**src/rtl/ewc_pkg.sv**
```systemverilog
package ewc_pkg;
  localparam int AREAS      = 8;
  localparam int AREA_W     = $clog2(AREAS);
  localparam int WAIT_W     = 3;
  localparam int REG_W      = 16;
  localparam int PER_REG    = 4;
  localparam int BASE_FAST  = 2;
  localparam int BASE_SLOW  = 3;
  localparam int INT_STATES = 2;
  localparam int MAX_STATES = BASE_SLOW + (2**WAIT_W) - 1;
  localparam int CNT_W      = $clog2(MAX_STATES + 1);

  localparam logic [AREAS-1:0]  MODE_RST = '1;
  localparam logic [WAIT_W-1:0] WAIT_RST = '1;

  typedef enum logic [1:0] {
    SEL_MODE    = 2'd0,
    SEL_WAIT_HI = 2'd1,
    SEL_WAIT_LO = 2'd2,
    SEL_NONE    = 2'd3
  } reg_sel_e;

  // bit offset of slot k (0 = lowest area of the group) inside a wait register
  function automatic int slot_lsb(int k);
    return (k / 2) * 8 + (k % 2) * 4;
  endfunction
endpackage

```
**src/rtl/ewc_regs.sv**
```systemverilog
module ewc_regs
  import ewc_pkg::*;
(
  input  logic                         clk_i,
  input  logic                         rst_ni,
  input  logic                         init_i,
  input  logic                         we_i,
  input  logic [1:0]                   sel_i,
  input  logic [REG_W-1:0]             wdata_i,
  output logic [REG_W-1:0]             rdata_o,
  output logic [AREAS-1:0]             mode_o,
  output logic [AREAS-1:0][WAIT_W-1:0] wait_o
);
  logic [AREAS-1:0]             mode_q;
  logic [AREAS-1:0][WAIT_W-1:0] wait_q;

  always_ff @(posedge clk_i or negedge rst_ni) begin
    if (!rst_ni) begin
      mode_q <= MODE_RST;
      for (int a = 0; a < AREAS; a++) wait_q[a] <= WAIT_RST;
    end else if (init_i) begin
      mode_q <= MODE_RST;
      for (int a = 0; a < AREAS; a++) wait_q[a] <= WAIT_RST;
    end else if (we_i) begin
      case (reg_sel_e'(sel_i))
        SEL_MODE: mode_q <= wdata_i[AREAS-1:0];
        SEL_WAIT_HI:
          for (int k = 0; k < PER_REG; k++)
            wait_q[PER_REG+k] <= wdata_i[slot_lsb(k) +: WAIT_W];
        SEL_WAIT_LO:
          for (int k = 0; k < PER_REG; k++)
            wait_q[k] <= wdata_i[slot_lsb(k) +: WAIT_W];
        default: ;
      endcase
    end
  end

  always_comb begin
    rdata_o = '0;
    case (reg_sel_e'(sel_i))
      SEL_MODE: rdata_o[AREAS-1:0] = mode_q;
      SEL_WAIT_HI:
        for (int k = 0; k < PER_REG; k++)
          rdata_o[slot_lsb(k) +: WAIT_W] = wait_q[PER_REG+k];
      SEL_WAIT_LO:
        for (int k = 0; k < PER_REG; k++)
          rdata_o[slot_lsb(k) +: WAIT_W] = wait_q[k];
      default: ;
    endcase
  end

  assign mode_o = mode_q;
  assign wait_o = wait_q;
endmodule

```
**src/rtl/ewc_len.sv**
```systemverilog
module ewc_len
  import ewc_pkg::*;
(
  input  logic [AREAS-1:0]             mode_i,
  input  logic [AREAS-1:0][WAIT_W-1:0] wait_i,
  input  logic [AREA_W-1:0]            area_i,
  input  logic                         ext_i,
  output logic [CNT_W-1:0]             len_o
);
  always_comb begin
    if (!ext_i)              len_o = CNT_W'(INT_STATES);
    else if (mode_i[area_i]) len_o = CNT_W'(BASE_SLOW) + CNT_W'(wait_i[area_i]);
    else                     len_o = CNT_W'(BASE_FAST);
  end
endmodule

```
**src/rtl/ewc_seq.sv**
```systemverilog
module ewc_seq
  import ewc_pkg::*;
(
  input  logic             clk_i,
  input  logic             rst_ni,
  input  logic             abort_i,
  input  logic             start_i,
  input  logic [CNT_W-1:0] len_i,
  output logic             busy_o,
  output logic [CNT_W-1:0] idx_o,
  output logic             done_o
);
  logic             busy_q;
  logic [CNT_W-1:0] idx_q, last_q;

  always_ff @(posedge clk_i or negedge rst_ni) begin
    if (!rst_ni) begin
      busy_q <= 1'b0;
      idx_q  <= '0;
      last_q <= '0;
    end else if (abort_i) begin
      busy_q <= 1'b0;
      idx_q  <= '0;
    end else if (start_i) begin
      busy_q <= 1'b1;
      idx_q  <= '0;
      last_q <= len_i - CNT_W'(1);
    end else if (busy_q) begin
      if (idx_q == last_q) begin
        busy_q <= 1'b0;
        idx_q  <= '0;
      end else begin
        idx_q <= idx_q + CNT_W'(1);
      end
    end
  end

  assign busy_o = busy_q;
  assign idx_o  = idx_q;
  assign done_o = busy_q && (idx_q == last_q);
endmodule

```
**src/rtl/ext_wait_ctrl.sv**
```systemverilog
module ext_wait_ctrl
  import ewc_pkg::*;
(
  input  logic              clk_i,
  input  logic              rst_ni,
  input  logic              hw_stby_i,
  input  logic              sw_stby_i,
  input  logic              reg_we_i,
  input  logic [1:0]        reg_sel_i,
  input  logic [REG_W-1:0]  reg_wdata_i,
  output logic [REG_W-1:0]  reg_rdata_o,
  input  logic              req_i,
  input  logic [AREA_W-1:0] req_area_i,
  input  logic              req_ext_i,
  output logic              busy_o,
  output logic [CNT_W-1:0]  state_idx_o,
  output logic              done_o
);
  logic [AREAS-1:0]             mode;
  logic [AREAS-1:0][WAIT_W-1:0] waits;
  logic [CNT_W-1:0]             len;
  logic                         start;

  assign start = req_i && !busy_o && !sw_stby_i && !hw_stby_i;

  ewc_regs u_regs (
    .clk_i   (clk_i),
    .rst_ni  (rst_ni),
    .init_i  (hw_stby_i),
    .we_i    (reg_we_i),
    .sel_i   (reg_sel_i),
    .wdata_i (reg_wdata_i),
    .rdata_o (reg_rdata_o),
    .mode_o  (mode),
    .wait_o  (waits)
  );

  ewc_len u_len (
    .mode_i (mode),
    .wait_i (waits),
    .area_i (req_area_i),
    .ext_i  (req_ext_i),
    .len_o  (len)
  );

  ewc_seq u_seq (
    .clk_i   (clk_i),
    .rst_ni  (rst_ni),
    .abort_i (hw_stby_i),
    .start_i (start),
    .len_i   (len),
    .busy_o  (busy_o),
    .idx_o   (state_idx_o),
    .done_o  (done_o)
  );
endmodule

```
**config.mk**
```make
export PLATFORM = sky130hd
export DESIGN_NAME = ext_wait_ctrl
export DESIGN_NICKNAME = d
export VERILOG_FILES = /design/src/rtl/ewc_pkg.sv /design/src/rtl/ewc_regs.sv /design/src/rtl/ewc_len.sv /design/src/rtl/ewc_seq.sv /design/src/rtl/ext_wait_ctrl.sv
export SDC_FILE = /design/constraint.sdc
export NUM_CORES = 1
export LEC_CHECK = 0
export BUFFER_PORTS_ARGS = -buffer_cell sky130_fd_sc_hd__buf_2
export CORE_MARGIN = 4
export CORE_UTILIZATION = 37
export DETAILED_ROUTE_END_ITERATION = 8
export GPL_ROUTABILITY_DRIVEN = 0
export SYNTH_ARGS = -nofsm -noshare
export SYNTH_HDL_FRONTEND = slang
export SYNTH_SLANG_ARGS = --single-unit
export TNS_END_PERCENT = 10
```
**constraint.sdc**
```tcl
create_clock -name clk_i -period 3 [get_ports clk_i]
set_input_delay 0.75 -clock clk_i [delete_from_list [all_inputs] [get_ports clk_i]]
set_output_delay 0.75 -clock clk_i [all_outputs]
set_load 0.05 [all_outputs]
```
==> metrics.cfg <==
[outcome]
status = completed

[pwr]
intPower_uw = 908.4
combPwrFrac_pct = 23.7
power_leakage_uw = 0.001378
ir_drop_mv = 0.2380
p_switching_uw = 424.8
p_clk_share_pct = 28.6
p_seq_share_pct = 47.7
p_sw_share_pct = 31.86
power_density_mw_per_mm2 = 460.1

[logic_synthesis]
synth_simple_gate_area_share_pct = 17.58
synth_compound_area_share_pct = 18.49
synthesis.area_mm2 = 0.002470
ys_seq_area_share_pct = 43.16
synthCells = 225
synth_top_family_by_area = compound AO/OA/AOI/OAI gates
synthTopCellsByArea = dfstp_2 34%, a211o_1 11%, dfrtp_1 9.1%
async_flop_share_pct = 100.0
synth_fa_ha_area_share_pct = 3.546
synthXorXnorAreaFrac_pct = 2.482
synth_cell_types = 40
synth_top_area_cell = dfstp_2
yosysWarningCount = 0
synth_common_cells = 32 x a211o_1, 32 x and3_1, 32 x dfstp_2
muxShareOfSynthArea_pct = 10.39
synth.top_cell.area_share_pct = 34.04
synth_edf_count = 0
syn_avg_cell_area_um2 = 10.98
ys.flop_type = dfstp_2
ys_ff_latch = 41

[detailed_routing]
wl_met2_mm = 3.275
wl_met3_um = 317
ant_nets = 0
via_per_inst = 5.821
drc = 0
dr.pass1.iters = 4
wl_met1_mm = 2.858
drt_first_iter_violations = 177
routed_wl_mm = 6.516
num_vias = 2014
highest_layer = met4
wl_per_cell_um = 18.83

[sta]
max_freq_mhz = 354.3
max_slew_margin_pct = 37.51
finalCriticalPeriod_ns = 2.823
layout_setup_ws_ns = 0.1775
fin_crit_sh_pct = 94.08
grt_setup_unrepaired = false
hold_viol = 0
fin_tns_setup_ns = 0
clock_skew_ns = 0.004502
slew_violations = 0
worst_slew_pin_slew_ns = 0.9373
finalSetupViolations = 0

[floorplan]
core_mm2 = 0.006422
start_util_pct = 38.46
die_w_um = 89.70
rows = 29
floorplan.die_area_mm2 = 0.008046
ios = 50
die_h_um = 89.70

[worst_setup_path]
required_ns = 2.25
slowest_stage = ha_1
crit_chain = buf_2 -> inv_1 -> ha_1 -> buf_12 -> a222oi_1 -> nor2_1 -> buf_2
crit_type = in -> out
critPathMostFrequentCell = buf_2
critPathTopFamily = buffers and inverters
crit_path_max_incr_delay_ns = 0.35
worst-path-buf-inv = 4
crit_path_max_fanout = 10
cp-start-kind = input port
worst_ep_arrival_time_ns = 2.07
crit_path_end_kind = output pin

[final_layout]
stdcell_count = 346
final_area_mm2 = 0.002898
drive_gt1_share_pct = 35.69
area_delta_synth_final_pct = 17.33
fin_util_pct = 45.12
antenna_cells = 0
fin_nets = 303
fillCellCount = 626

[placement]
post-dp-hpwl_mm = 4.449
numPortBuffers = 45
dpl_cell_area_mm2 = 0.002808
preCtsSetupSlack_ns = -0.03684
dp_cells = 338

[hold_path]
worstHoldPathType = reg -> reg

[global_route]
grt_pass1_vias = 2090
grt.overflow.total = 0
grtUsageTotal_pct = 16.53
grt_pass1_wl_mm = 10.96
grt_max_degree = 42
antenna_found_initial = 0

[flow_run]
drv_cap = 0

[clocking]
numCtsBuffers = 5
clock-sinks = 41
cts_max_level = 2
cts_setup_buffers = 0
cts.reportedPaths.clkPinSlew_ns = 0.08
cts_tree = built
cts_hold_buf = 0
cts_root_buffer = clkbuf_8
clockBufferDepth = 2
clkLatencyLatePin_ns = 0.29
post_cts_resized = 0

layout by cell type, fill, tap and decap left out, types with 7 or more instances in the layout:
cell type	count
ha_1	7
nand2_1	9
dfrtp_1	9
xor2_1	7
mux2i_1	8
nor2b_1	9
a22oi_1	7
buf_2	45
a211o_1	32
nor2_1	16
dfstp_2	32
and3_1	32
state kept, by name, summed over array words and instances, names as in the netlist:
register,cells
u_regs.mode_o,8
u_regs.wait_o,24
u_seq.busy_o,1
u_seq.idx_o,4
u_seq.last_q,4
metal layers:
| layer | global-route usage, % | vias up |
|---|---|---|
| met1 | 21.83 | 1014 |
| li1 | - | 942 |
| met4 | 4.342 | 0 |
| met2 | 27.76 | 51 |
| met5 | 0 | - |
| met3 | 3.339 | 7 |
path summary, 6_finish.rpt:
| kind | start | to | slack, ns | cells past startpoint |
|---|---|---|---|---|
| hold reg to reg | u_seq.last_q[1] | u_seq.last_q[1] | 0.51 | 2 |
| setup / recovery | reg_sel_i[0] | reg_rdata_o[4] | 0.18 | 7 |
| min in group asynchronous | rst_ni | u_seq.last_q[3] | 0.59 | 1 |
| max in group asynchronous | rst_ni | u_seq.idx_o[2] | 1.82 | 1 |
| hold / removal | u_seq.last_q[1] | u_seq.last_q[1] | 0.51 | 2 |
| setup reg to reg | u_regs.wait_o[15] | u_seq.last_q[2] | 0.56 | 9 |
power groups by stage:
| stage | combinational (µW) | clock (µW) | sequential (µW) |
|---|---|---|---|
| after floorplan | 215 | 0 | 642 |
| after global placement | 315 | 0 | 644 |
| after detailed placement | 318 | 0 | 645 |
| after CTS | 320 | 390 | 636 |
| after global routing | 344 | 416 | 641 |
| final | 316 | 382 | 635 |
logic make-up after synthesis:
| family | Yosys count |
|---|---|
| buf+inv | 22 |
| flops | 41 |
| mux | 16 |
| fa+ha+maj | 7 |
| simple gates | 78 |
| compound gates | 53 |
| other cells | 1 |
| xor+xnor | 7 |
layout make-up:
class                      count  area, µm²  area share, %
clock buffer                   8      90.09          3.109
inverter                       3      11.26         0.3886
multi-input combinational    163       1304          44.99
sequential                    41       1066          36.79
tap                           77      96.34          3.325
timing repair buffer          54      330.3          11.40
metrics by stage:
| step | power, µW | hold slack (ns) |
|---|---|---|
| 2_1_floorplan | 856.8 | 0.4544 |
| 3_3_place_gp | 958.2 | 0.4932 |
| 3_5_place_dp | 962.8 | 0.4943 |
| 4_1_cts | 1345 | 0.5129 |
| 5_1_grt | 1401 | 0.5537 |
| 6_report | 1333 | 0.5064 |
tightest hold or removal path, delay by kind of cell (launching register included):
| family | cells | cell delay, ns |
|---|---|---|
| flip-flops | 1 | 0.36 |
| AND/OR/NAND/NOR | 1 | 0.05 |
| AO/OA/AOI/OAI | 1 | 0.06 |
No activity file was read; power rests on OpenSTA's default activity.
